<file path="src/rtl/l0mb_pkg.sv">
// Shared types for the line-coalescing request buffer.
package l0mb_pkg;
    typedef enum logic [1:0] {
        ST_IDLE,
        ST_ISSUE,
        ST_WAIT
    } l0mb_state_e;
endpackage

</file>
<file path="src/rtl/l0mb_row.sv">
// One request row, written only by its own function unit.
// Assumes: clr is only raised for rows that are busy; a write to a busy row is dropped.
module l0mb_row #(
    parameter int LINE_AW    = 44,
    parameter int LINE_BYTES = 16,
    localparam int DATA_W    = LINE_BYTES * 8
) (
    input  logic                  clk,
    input  logic                  rst_n,
    input  logic                  wr_en,
    input  logic                  wr_store,
    input  logic [LINE_AW-1:0]    wr_line,
    input  logic [LINE_BYTES-1:0] wr_mask,
    input  logic [DATA_W-1:0]     wr_data,
    input  logic                  clr,
    output logic                  busy,
    output logic                  store,
    output logic [LINE_AW-1:0]    line,
    output logic [LINE_BYTES-1:0] mask,
    output logic [DATA_W-1:0]     data
);
    logic take;
    assign take = wr_en && !busy;

    // Occupancy flag: set on a write to a free row, cleared on completion.
    always_ff @(posedge clk) begin
        if (!rst_n)     busy <= 1'b0;
        else if (clr)   busy <= 1'b0;
        else if (take)  busy <= 1'b1;
    end

    // Payload capture; only loaded when the row is free.
    always_ff @(posedge clk) begin
        if (take) begin
            store <= wr_store;
            line  <= wr_line;
            mask  <= wr_mask;
            data  <= wr_data;
        end
    end
endmodule

</file>
<file path="src/rtl/l0mb_group.sv">
// Picks the lowest busy row as leader and marks every busy row with the same line.
// Also reports whether any two marked rows enable a common byte.
module l0mb_group #(
    parameter int N_ROWS     = 8,
    parameter int LINE_AW    = 44,
    parameter int LINE_BYTES = 16
) (
    input  logic [N_ROWS-1:0]            busy,
    input  logic [N_ROWS-1:0]            store,
    input  logic [N_ROWS*LINE_AW-1:0]    line_f,
    input  logic [N_ROWS*LINE_BYTES-1:0] mask_f,
    output logic [N_ROWS-1:0]            group,
    output logic [LINE_AW-1:0]           lead_line,
    output logic                         lead_store,
    output logic                         overlap
);
    // Leader search: first busy row from index 0 upward.
    always_comb begin
        logic found;
        found      = 1'b0;
        lead_line  = '0;
        lead_store = 1'b0;
        for (int r = 0; r < N_ROWS; r++) begin
            if (busy[r] && !found) begin
                found      = 1'b1;
                lead_line  = line_f[r*LINE_AW +: LINE_AW];
                lead_store = store[r];
            end
        end
    end

    // Membership and byte overlap across members.
    always_comb begin
        logic [LINE_BYTES-1:0] seen;
        seen    = '0;
        overlap = 1'b0;
        for (int r = 0; r < N_ROWS; r++) begin
            group[r] = busy[r] && (line_f[r*LINE_AW +: LINE_AW] == lead_line);
            if (group[r]) begin
                overlap = overlap || ((seen & mask_f[r*LINE_BYTES +: LINE_BYTES]) != '0);
                seen    = seen | mask_f[r*LINE_BYTES +: LINE_BYTES];
            end
        end
    end
endmodule

</file>
<file path="src/rtl/l0mb_merge.sv">
// ORs the masks of the selected rows and assembles store data byte by byte.
// On a shared byte the lowest-indexed selected row wins.
module l0mb_merge #(
    parameter int N_ROWS     = 8,
    parameter int LINE_BYTES = 16,
    localparam int DATA_W    = LINE_BYTES * 8
) (
    input  logic [N_ROWS-1:0]            sel,
    input  logic [N_ROWS*LINE_BYTES-1:0] mask_f,
    input  logic [N_ROWS*DATA_W-1:0]     data_f,
    output logic [LINE_BYTES-1:0]        or_mask,
    output logic [DATA_W-1:0]            wdata
);
    // Walk rows from highest to lowest so lower rows overwrite shared bytes.
    always_comb begin
        or_mask = '0;
        wdata   = '0;
        for (int r = N_ROWS - 1; r >= 0; r--) begin
            if (sel[r]) begin
                or_mask = or_mask | mask_f[r*LINE_BYTES +: LINE_BYTES];
                for (int b = 0; b < LINE_BYTES; b++) begin
                    if (mask_f[r*LINE_BYTES + b])
                        wdata[b*8 +: 8] = data_f[r*DATA_W + b*8 +: 8];
                end
            end
        end
    end
endmodule

</file>
<file path="src/rtl/l0_merge_buf.sv">
// Line-coalescing request buffer for one cache lane.
// Each function unit owns one row. Busy rows that share the leader's line are
// issued as a single read or write to the cache, then all complete together.
// Assumes: rows busy at the same time are all loads or all stores.
module l0_merge_buf
    import l0mb_pkg::*;
#(
    parameter int N_ROWS     = 8,
    parameter int LINE_AW    = 44,
    parameter int LINE_BYTES = 16,
    localparam int DATA_W    = LINE_BYTES * 8
) (
    input  logic                         clk,
    input  logic                         rst_n,
    input  logic [N_ROWS-1:0]            wr_en,
    input  logic [N_ROWS-1:0]            wr_store,
    input  logic [N_ROWS*LINE_AW-1:0]    wr_line,
    input  logic [N_ROWS*LINE_BYTES-1:0] wr_mask,
    input  logic [N_ROWS*DATA_W-1:0]     wr_data,
    output logic [N_ROWS-1:0]            row_busy,
    output logic [N_ROWS-1:0]            done,
    output logic [DATA_W-1:0]            rd_line,
    output logic                         l1_req_valid,
    input  logic                         l1_req_ready,
    output logic                         l1_req_write,
    output logic [LINE_AW-1:0]           l1_req_line,
    output logic [LINE_BYTES-1:0]        l1_req_mask,
    output logic [DATA_W-1:0]            l1_req_wdata,
    output logic                         l1_req_conflict,
    input  logic                         l1_rsp_valid,
    input  logic [DATA_W-1:0]            l1_rsp_rdata
);
    logic [N_ROWS-1:0]            row_store;
    logic [N_ROWS*LINE_AW-1:0]    row_line;
    logic [N_ROWS*LINE_BYTES-1:0] row_mask;
    logic [N_ROWS*DATA_W-1:0]     row_data;
    logic [N_ROWS-1:0]            clr;

    logic [N_ROWS-1:0]  grp;
    logic [LINE_AW-1:0] grp_line;
    logic               grp_store;
    logic               grp_overlap;

    l0mb_state_e        state;
    logic [N_ROWS-1:0]  batch_q;
    logic [LINE_AW-1:0] line_q;
    logic               store_q;
    logic               conflict_q;
    logic               finish;

    // One private row per function unit.
    for (genvar g = 0; g < N_ROWS; g++) begin : g_row
        l0mb_row #(.LINE_AW(LINE_AW), .LINE_BYTES(LINE_BYTES)) u_row (
            .clk      (clk),
            .rst_n    (rst_n),
            .wr_en    (wr_en[g]),
            .wr_store (wr_store[g]),
            .wr_line  (wr_line[g*LINE_AW +: LINE_AW]),
            .wr_mask  (wr_mask[g*LINE_BYTES +: LINE_BYTES]),
            .wr_data  (wr_data[g*DATA_W +: DATA_W]),
            .clr      (clr[g]),
            .busy     (row_busy[g]),
            .store    (row_store[g]),
            .line     (row_line[g*LINE_AW +: LINE_AW]),
            .mask     (row_mask[g*LINE_BYTES +: LINE_BYTES]),
            .data     (row_data[g*DATA_W +: DATA_W])
        );
    end

    l0mb_group #(.N_ROWS(N_ROWS), .LINE_AW(LINE_AW), .LINE_BYTES(LINE_BYTES)) u_group (
        .busy       (row_busy),
        .store      (row_store),
        .line_f     (row_line),
        .mask_f     (row_mask),
        .group      (grp),
        .lead_line  (grp_line),
        .lead_store (grp_store),
        .overlap    (grp_overlap)
    );

    l0mb_merge #(.N_ROWS(N_ROWS), .LINE_BYTES(LINE_BYTES)) u_merge (
        .sel     (batch_q),
        .mask_f  (row_mask),
        .data_f  (row_data),
        .or_mask (l1_req_mask),
        .wdata   (l1_req_wdata)
    );

    // Completion condition: store handshake or load response.
    always_comb begin
        finish = ((state == ST_ISSUE) && l1_req_ready && store_q) ||
                 ((state == ST_WAIT) && l1_rsp_valid);
        clr    = finish ? batch_q : '0;
    end

    // Batch sequencer: form, issue, wait, complete.
    always_ff @(posedge clk) begin
        if (!rst_n) begin
            state      <= ST_IDLE;
            batch_q    <= '0;
            line_q     <= '0;
            store_q    <= 1'b0;
            conflict_q <= 1'b0;
            done       <= '0;
        end else begin
            done <= finish ? batch_q : '0;
            case (state)
                ST_IDLE: if (|row_busy) begin
                    batch_q    <= grp;
                    line_q     <= grp_line;
                    store_q    <= grp_store;
                    conflict_q <= grp_overlap && grp_store;
                    state      <= ST_ISSUE;
                end
                ST_ISSUE: if (l1_req_ready) begin
                    state <= store_q ? ST_IDLE : ST_WAIT;
                end
                ST_WAIT: if (l1_rsp_valid) begin
                    state <= ST_IDLE;
                end
                default: state <= ST_IDLE;
            endcase
        end
    end

    // Returned line register, updated with the load completion pulse.
    always_ff @(posedge clk) begin
        if (!rst_n)                                 rd_line <= '0;
        else if ((state == ST_WAIT) && l1_rsp_valid) rd_line <= l1_rsp_rdata;
    end

    assign l1_req_valid    = (state == ST_ISSUE);
    assign l1_req_write    = store_q;
    assign l1_req_line     = line_q;
    assign l1_req_conflict = (state == ST_ISSUE) && conflict_q;
endmodule

</file>
<file path="config.mk">
export PLATFORM = sky130hd
export DESIGN_NAME = l0_merge_buf
export DESIGN_NICKNAME = d
export VERILOG_FILES = /design/src/rtl/l0mb_pkg.sv /design/src/rtl/l0mb_row.sv /design/src/rtl/l0mb_group.sv /design/src/rtl/l0mb_merge.sv /design/src/rtl/l0_merge_buf.sv
export SDC_FILE = /design/constraint.sdc
export NUM_CORES = 2
export LEC_CHECK = 0
export BUFFER_PORTS_ARGS = -buffer_cell sky130_fd_sc_hd__clkbuf_2
export CORE_AREA = 2 2 765 767
export CTS_CLUSTER_SIZE = 25
export DETAILED_ROUTE_END_ITERATION = 8
export DIE_AREA = 0 0 767 769
export GPL_TIMING_DRIVEN = 0
export SYNTH_ARGS = -nofsm -noshare
export SYNTH_HDL_FRONTEND = slang
export SYNTH_SLANG_ARGS = --single-unit
</file>
<file path="constraint.sdc">
create_clock -name clk -period 10.4 [get_ports clk]
set_input_delay 1.04 -clock clk [delete_from_list [all_inputs] [get_ports clk]]
set_output_delay 1.04 -clock clk [all_outputs]
set_load 0.02 [all_outputs]
</file>
* Word level (Yosys, flattened, before mapping) *
Cells that the tools add are included.

operators by class
  eq/ne operators = 13
  multiplexer cells = 187
  bitwise gates (word level) = 21
  reductions and logical operators = 69

operators with widths
  cell                  count
  $mux W8               129
  $mux W128             8
  $eq A44 B44 Y1        8
  $mux W44              8
  $mux W16              15
  $or A16 B16 Y16       13
  $and A16 B16 Y16      7
  $reduce_bool A16 Y1   7
  $logic_and A1 B1 Y1   28
  $mux W1               22
  $reduce_or A2 Y1      8
  $logic_not A1 Y1      15
  $mux W2               4
  $reduce_or A8 Y1      1
  $logic_or A1 B1 Y1    7
  $pmux W2 S3           1
  $ne A2 B2 Y1 const B  2
  $reduce_and A3 Y1     1
  $eq A2 B1 Y1 const B  1
  $eq A2 B2 Y1 const B  1
  $logic_not A2 Y1      1
  $ne A2 B1 Y1 const B  1
  $reduce_and A2 Y1     1
  $not A1 Y1            1

storage, ports and cells
  register bits after elaboration = 1712
  bits of input ports = 1652

* Logic depth before layout (Yosys ltp) *
  depth after elaboration = 42
  mapped depth = 23
  mapped depth without buffers = 15

* Cells and area by module *
From an unflattened synthesis, not the netlist that was laid out.

second synthesis, totals
  cell total of the unflattened synthesis = 6026
  area total of the unflattened synthesis = 76784.9 um^2

modules (own cells, without submodules)
  module        times used  cells each  area an instance (um^2)
  l0mb_row      8           193         5720.5
  l0mb_merge    1           1844        12260.5
  l0mb_group    1           1808        11472.3
  l0_merge_buf  1           830         7288.2

* Worst setup path before layout *
OpenSTA, ideal clock, no wires.

  path type = flip-flop to flip-flop
  from = register g_row[6].u_row.busy
  to = register g_row[6].u_row.data[0], enable pin
  library setup time = 0.759 ns
  data arrival time = 9.610 ns
  slack = 0.030 ns
  cell stages (with the launch flop) = 8
  buffers on the path = 6
  cell sequence = dfxtp_1 -> buf_2 -> buf_2 -> buf_2 -> buf_2 -> buf_2 -> buf_1 -> nor2b_1

on the way
  word-level cells in the longest chain between the ends = 2

ends and longest elaborated chain
  what                      line            source
  start: declaration        l0mb_row.sv:16  output logic busy,
  start signal: assignment  l0mb_row.sv:27  if (!rst_n) busy <= 1'b0;
  start signal: assignment  l0mb_row.sv:28  else if (clr) busy <= 1'b0;
  start signal: assignment  l0mb_row.sv:29  else if (take) busy <= 1'b1;
  $logic_not A1 Y1          l0mb_row.sv:23  assign take = wr_en && !busy;
  $logic_and A1 B1 Y1       l0mb_row.sv:23
  net g_row[6].u_row.take   l0mb_row.sv:22  logic take;
  end signal: assignment    l0mb_row.sv:38  data <= wr_data;
  end: declaration          l0mb_row.sv:20  output logic [DATA_W-1:0] data

The timed path passes the listed nets, and every way through them passes these cells.
A chain may end at the register's enable or synchronous reset.

* Final worst setup path *
  from = register g_row[5].u_row.busy
  to = register conflict_q

on the way
  word-level cells in the longest chain between the ends = 28
  elaborated cells between the ends (all ways) = 72
  classes of those cells = eq/ne: 8; mux: 22; bitwise: 13; reduce/logical: 29

ends and longest elaborated chain
  what                                                    line                                source
  start: declaration                                      l0mb_row.sv:16
  start signal: assignment                                l0mb_row.sv:27
  start signal: assignment                                l0mb_row.sv:28
  start signal: assignment                                l0mb_row.sv:29
  $logic_and A1 B1 Y1                                     l0mb_group.sv:24                    if (busy[r] && !found) begin
  $mux W1                                                 l0mb_group.sv:24
  $logic_not A1 Y1                                        l0mb_group.sv:24
  $logic_and A1 B1 Y1                                     l0mb_group.sv:24
  $mux W1                                                 l0mb_group.sv:24
  $logic_not A1 Y1                                        l0mb_group.sv:24
  $logic_and A1 B1 Y1                                     l0mb_group.sv:24
  $mux W44                                                l0mb_group.sv:24
  [... 12 more ...]                                       --
  $mux W16 (tied with other cells)                        l0mb_group.sv:39                    if (group[r]) begin
  $or A16 B16 Y16 (tied with other cells)                 l0mb_group.sv:41                    seen = seen | mask_f[r*LINE_BYTES +: LINE_BYTES];
  $mux W16 (tied with other cells)                        l0mb_group.sv:39
  $and A16 B16 Y16 or $logic_or A1 B1 Y1 (tied branches)  l0mb_group.sv:40                    overlap = overlap || ((seen & mask_f[r*LINE_BYTES +: LINE_BYTES]) != '0);
  $reduce_bool A16 Y1 or $mux W1 (tied branches)          l0mb_group.sv:40, l0mb_group.sv:39
  $logic_or A1 B1 Y1                                      l0mb_group.sv:40
  $mux W1                                                 l0mb_group.sv:39
  $logic_and A1 B1 Y1                                     l0_merge_buf.sv:112                 conflict_q <= grp_overlap && grp_store;
  end signal: assignment                                  l0_merge_buf.sv:112
  end: declaration                                        l0_merge_buf.sv:48                  logic conflict_q;

Several ways; a longest one is shown, not always the timed one.

==> key figures <==
GRT
  – Vias in the first global route: between 60000 and 70000
  – First-pass GRT wire length: ~840000 µm
  – GRT overflow: 0
  – Tot GR Track Use: 0.226
  – Initial antenna violation count: just over 300
  – Largest net degree at the start of global routing: 35

Setup path
  – Worst Path Class, Setup: reg -> reg
  – Worst reg2reg startpoint: g_row[5].u_row.busy$_SDFFE_PP0P_
  – Worst EP required: approximately 11 ns
  – CP Launch Point: g_row[5].u_row.busy$_SDFFE_PP0P_
  – Startpoint types: register
  – Worst Reg-to-Reg Cells: 21
  – WP data arrival: around 11 ns
  – Setup crit end kind: register
  – Largest fanout on the critical path: 10

Detailed routing
  – Routed wire length: 698000 µm
  – Vias: 72430
  – Antenna Nets Post-Route: 0
  – # DRC: 23
  – Drt first pass iters: 9
  – WL/cell: between 40 and 50 µm
  – DRT iter0 DRCs: between 10000 and 15000
  – Via-to-Cell Ratio: around 4.4

Synthesis
  – Average size of a mapped cell: 12.2 µm²
  – Largest cells by area after synthesis: edfxtp_1 (61%), dfxtp_1 (5.4%), nand2_1 (4.4%)
  – Cell variety after synth: a little over 100
  – Most used flip-flop cell after synthesis: edfxtp_1
  – Count leader, synth: edfxtp_1
  – Number of synthesized flops with an enable pin: roughly 1500
  – Asr flop ratio synth: 0
  – Synth Net Count: slightly below 8000
  – Sequential fraction of the synthesis area: 0.666
  – Most common library cells after synthesis: edfxtp_1 (1512), nand2_1 (864), nor2_1 (505), a21oi_1 (410), o21ai_0 (362)
  – Post-Synthesis Cells: approximately 6100
  – Yosys top cell by area: edfxtp_1
  – Area share of the largest cell type after synthesis: 0.612
  – Syn Std Cell Area: around 0.074 mm²
  – Synthesis-stage register bit count: around 1700
  – Synthesis Warnings: 0

Power and ir drop
  – LEAKAGE: ~38 nW
  – Pwr Density: around 180 mW/mm²
  – VDD IR-drop max: 166 µV

Run
  – Max-Cap Viols: 16

Status
  – Outcome: complete, but fails checks
  – Violated checks: DRC, capacitance limit, slew limit

Timing
  – RSZ-0062 raised after global routing: no
  – Final Skew: 0.176 ns
  – Period utilization: 0.984
  – Final Hold Vio Count: 0
  – Max Freq: just under 0.1 GHz
  – Tightest Pin Transition: ~1.7 ns
  – Final hold slack: 0.209 ns
  – Setup-failing EPs final: 0
  – Fin Setup TNS: 0 ns
  – Final Max Tran Viols: 82
  – Relative slew slack: -0.142
  – Tmin final: a little over 10 ns

Finish
  – FF/Latch Area: 0.0494 mm²
  – Multi-input logic area: ~0.023 mm²
  – Share of layout cells above drive strength 1: 0.324
  – Nets: approximately 10000
  – Area Overhead vs Synth: 41.2%
  – Filler cell count: around 65000

Die
  – Core area: ~0.58 mm²
  – Starting Density: 0.128
  – Die Width: roughly 770 µm
  – Die Y-Extent: 769 µm
  – Total die area: slightly below 0.6 mm²
  – Row Count: 280
  – I/O pin count: just under 2000

Placed design
  – PortBufs: roughly 2000
  – Detailed Place HPWL: 594000 µm
  – RePlAce Congestion: between 1 and 1.5

CTS
  – Postcts setup bufs: 0
  – TritonCTS clock tree: yes
  – H-tree depth: 4
  – Root Driver: clkbuf_16
  – CTS max path bufs: 4
  – Clock-pin slew on the worst setup and hold paths: about 0.07 ns
  – Worst-Skew Late Latency: 1.00 ns
  – Hold Buf Count CTS: 0
  – Post-cts resize count: 0
  – CTS sink count: between 1500 and 2000
  – Total CTS buffers: just over 200

Worst hold path
  – Hold Crit Depth: 1
  – Hold Startpoint: wr_mask[53]
  – Worst min path class: in -> reg
-- per-layer routing --
metal | global-route usage | wire length [µm] | part of all wire
met1 | 0.275 | 273000 | 0.39
met2 | 0.351 | 309000 | 0.44
met3 | 0.0570 | 60600 | 0.087
met4 | 0.152 | 54800 | 0.079
met5 | 0.0000812 | 514 | 0.00074
-- report_power, final --
group / internal, W / switching (W)
registers: 0.00794 / 0.000530
logic: 0.000768 / 0.00206
clock network: 0.00415 / 0.00332
-- state kept, by name, indices dropped and copies added, names as in the netlist --
| name | count |
|---|---|
| g_row.u_row.data | 1024 |
| g_row.u_row.line | 352 |
| g_row.u_row.mask | 128 |
| rd_line | 128 |
| l1_req_line | 44 |
| batch_q | 8 |
| done | 8 |
| g_row.u_row.busy | 8 |
| g_row.u_row.store | 8 |
| state | 2 |
| conflict_q | 1 |
| l1_req_write | 1 |
-- worst max-delay path: stages (launching register included) --
cell	delay, ns
dfxtp_1	0.59
buf_2	0.37
buf_4	0.31
buf_2	0.41
buf_2	0.63
buf_2	0.62
nand2_1	0.14
a32oi_1	1.11
o22ai_2	0.83
xor2_1	0.58
o21ai_0	0.40
nor4_4	0.13
buf_16	0.18
and2_1	0.19
buf_2	0.22
a32oi_1	0.32
nand2_1	0.14
nand3b_1	0.19
a222oi_1	0.76
nand4b_1	1.11
o211ai_1	0.50
o211ai_1	0.13
-- final timing paths --
kind	end	slack, ns
worst max-delay path	conflict_q$_SDFFE_PN0P_	0.16
worst min-delay path	g_row[3].u_row.mask[5]$_DFFE_PP_	0.21
worst max register to register	conflict_q$_SDFFE_PN0P_	0.16
worst min register to register	rd_line[20]$_SDFFE_PN0P_	0.46
-- layout by cell type (no fill, tap or decap), types with 46 or more instances in the layout --
| master | count |
|---|---|
| buf_4 | 50 |
| dfxtp_1 | 200 |
| diode_2 | 207 |
| and3_1 | 56 |
| nand2_1 | 864 |
| edfxtp_1 | 1512 |
| inv_1 | 84 |
| clkbuf_16 | 206 |
| clkbuf_2 | 2031 |
| a22oi_1 | 69 |
| o311ai_0 | 79 |
| and2_1 | 136 |
| o21ai_0 | 355 |
| nand4_1 | 65 |
| buf_12 | 82 |
| a21boi_0 | 145 |
| clkbuf_1 | 271 |
| nor3_1 | 46 |
| a222oi_1 | 134 |
| a211oi_1 | 75 |
| nor2_1 | 498 |
| nand3_1 | 79 |
| a21oi_1 | 404 |
| buf_2 | 107 |
-- area by class of cell --
class                   instances  share of cell area
flip-flops and latches       1712               0.471
multi-input cells            3885               0.221
repair buffers               2191               0.125
well taps                    7755              0.0926
clock buffers                 242              0.0513
plain buffers                 415              0.0178
clock inverters               134              0.0130
diodes                        207             0.00494
inverters                      85             0.00304
-- logic make-up after synthesis --
| group | Yosys count | share of synthesized area |
|---|---|---|
| and+or+nand+nor | 1995 | 0.125 |
| AOI/OAI and AO/OA | 1802 | 0.170 |
| DFF | 1712 | 0.666 |
| buffers and inverters | 500 | 0.0287 |
| xor gates and xnor gates | 52 | 0.00614 |
| muxes | 36 | 0.00499 |
-- stage by stage --
step,util,instance area (µm²),std cells,setup slack [ns],total power (W)
2_1_floorplan,-,74200,6097,0.0304,0.00921
4_1_cts,0.179,104000,16414,0.413,0.0188
5_1_grt,0.180,105000,16520,0.307,0.0191
3_3_place_gp,0.162,93900,15837,-13.00,0.0114
3_5_place_dp,0.168,97500,16038,0.478,0.0113
6_report,0.180,105000,16626,0.162,0.0188
Note: power is estimated with default switching activity, not from simulation.
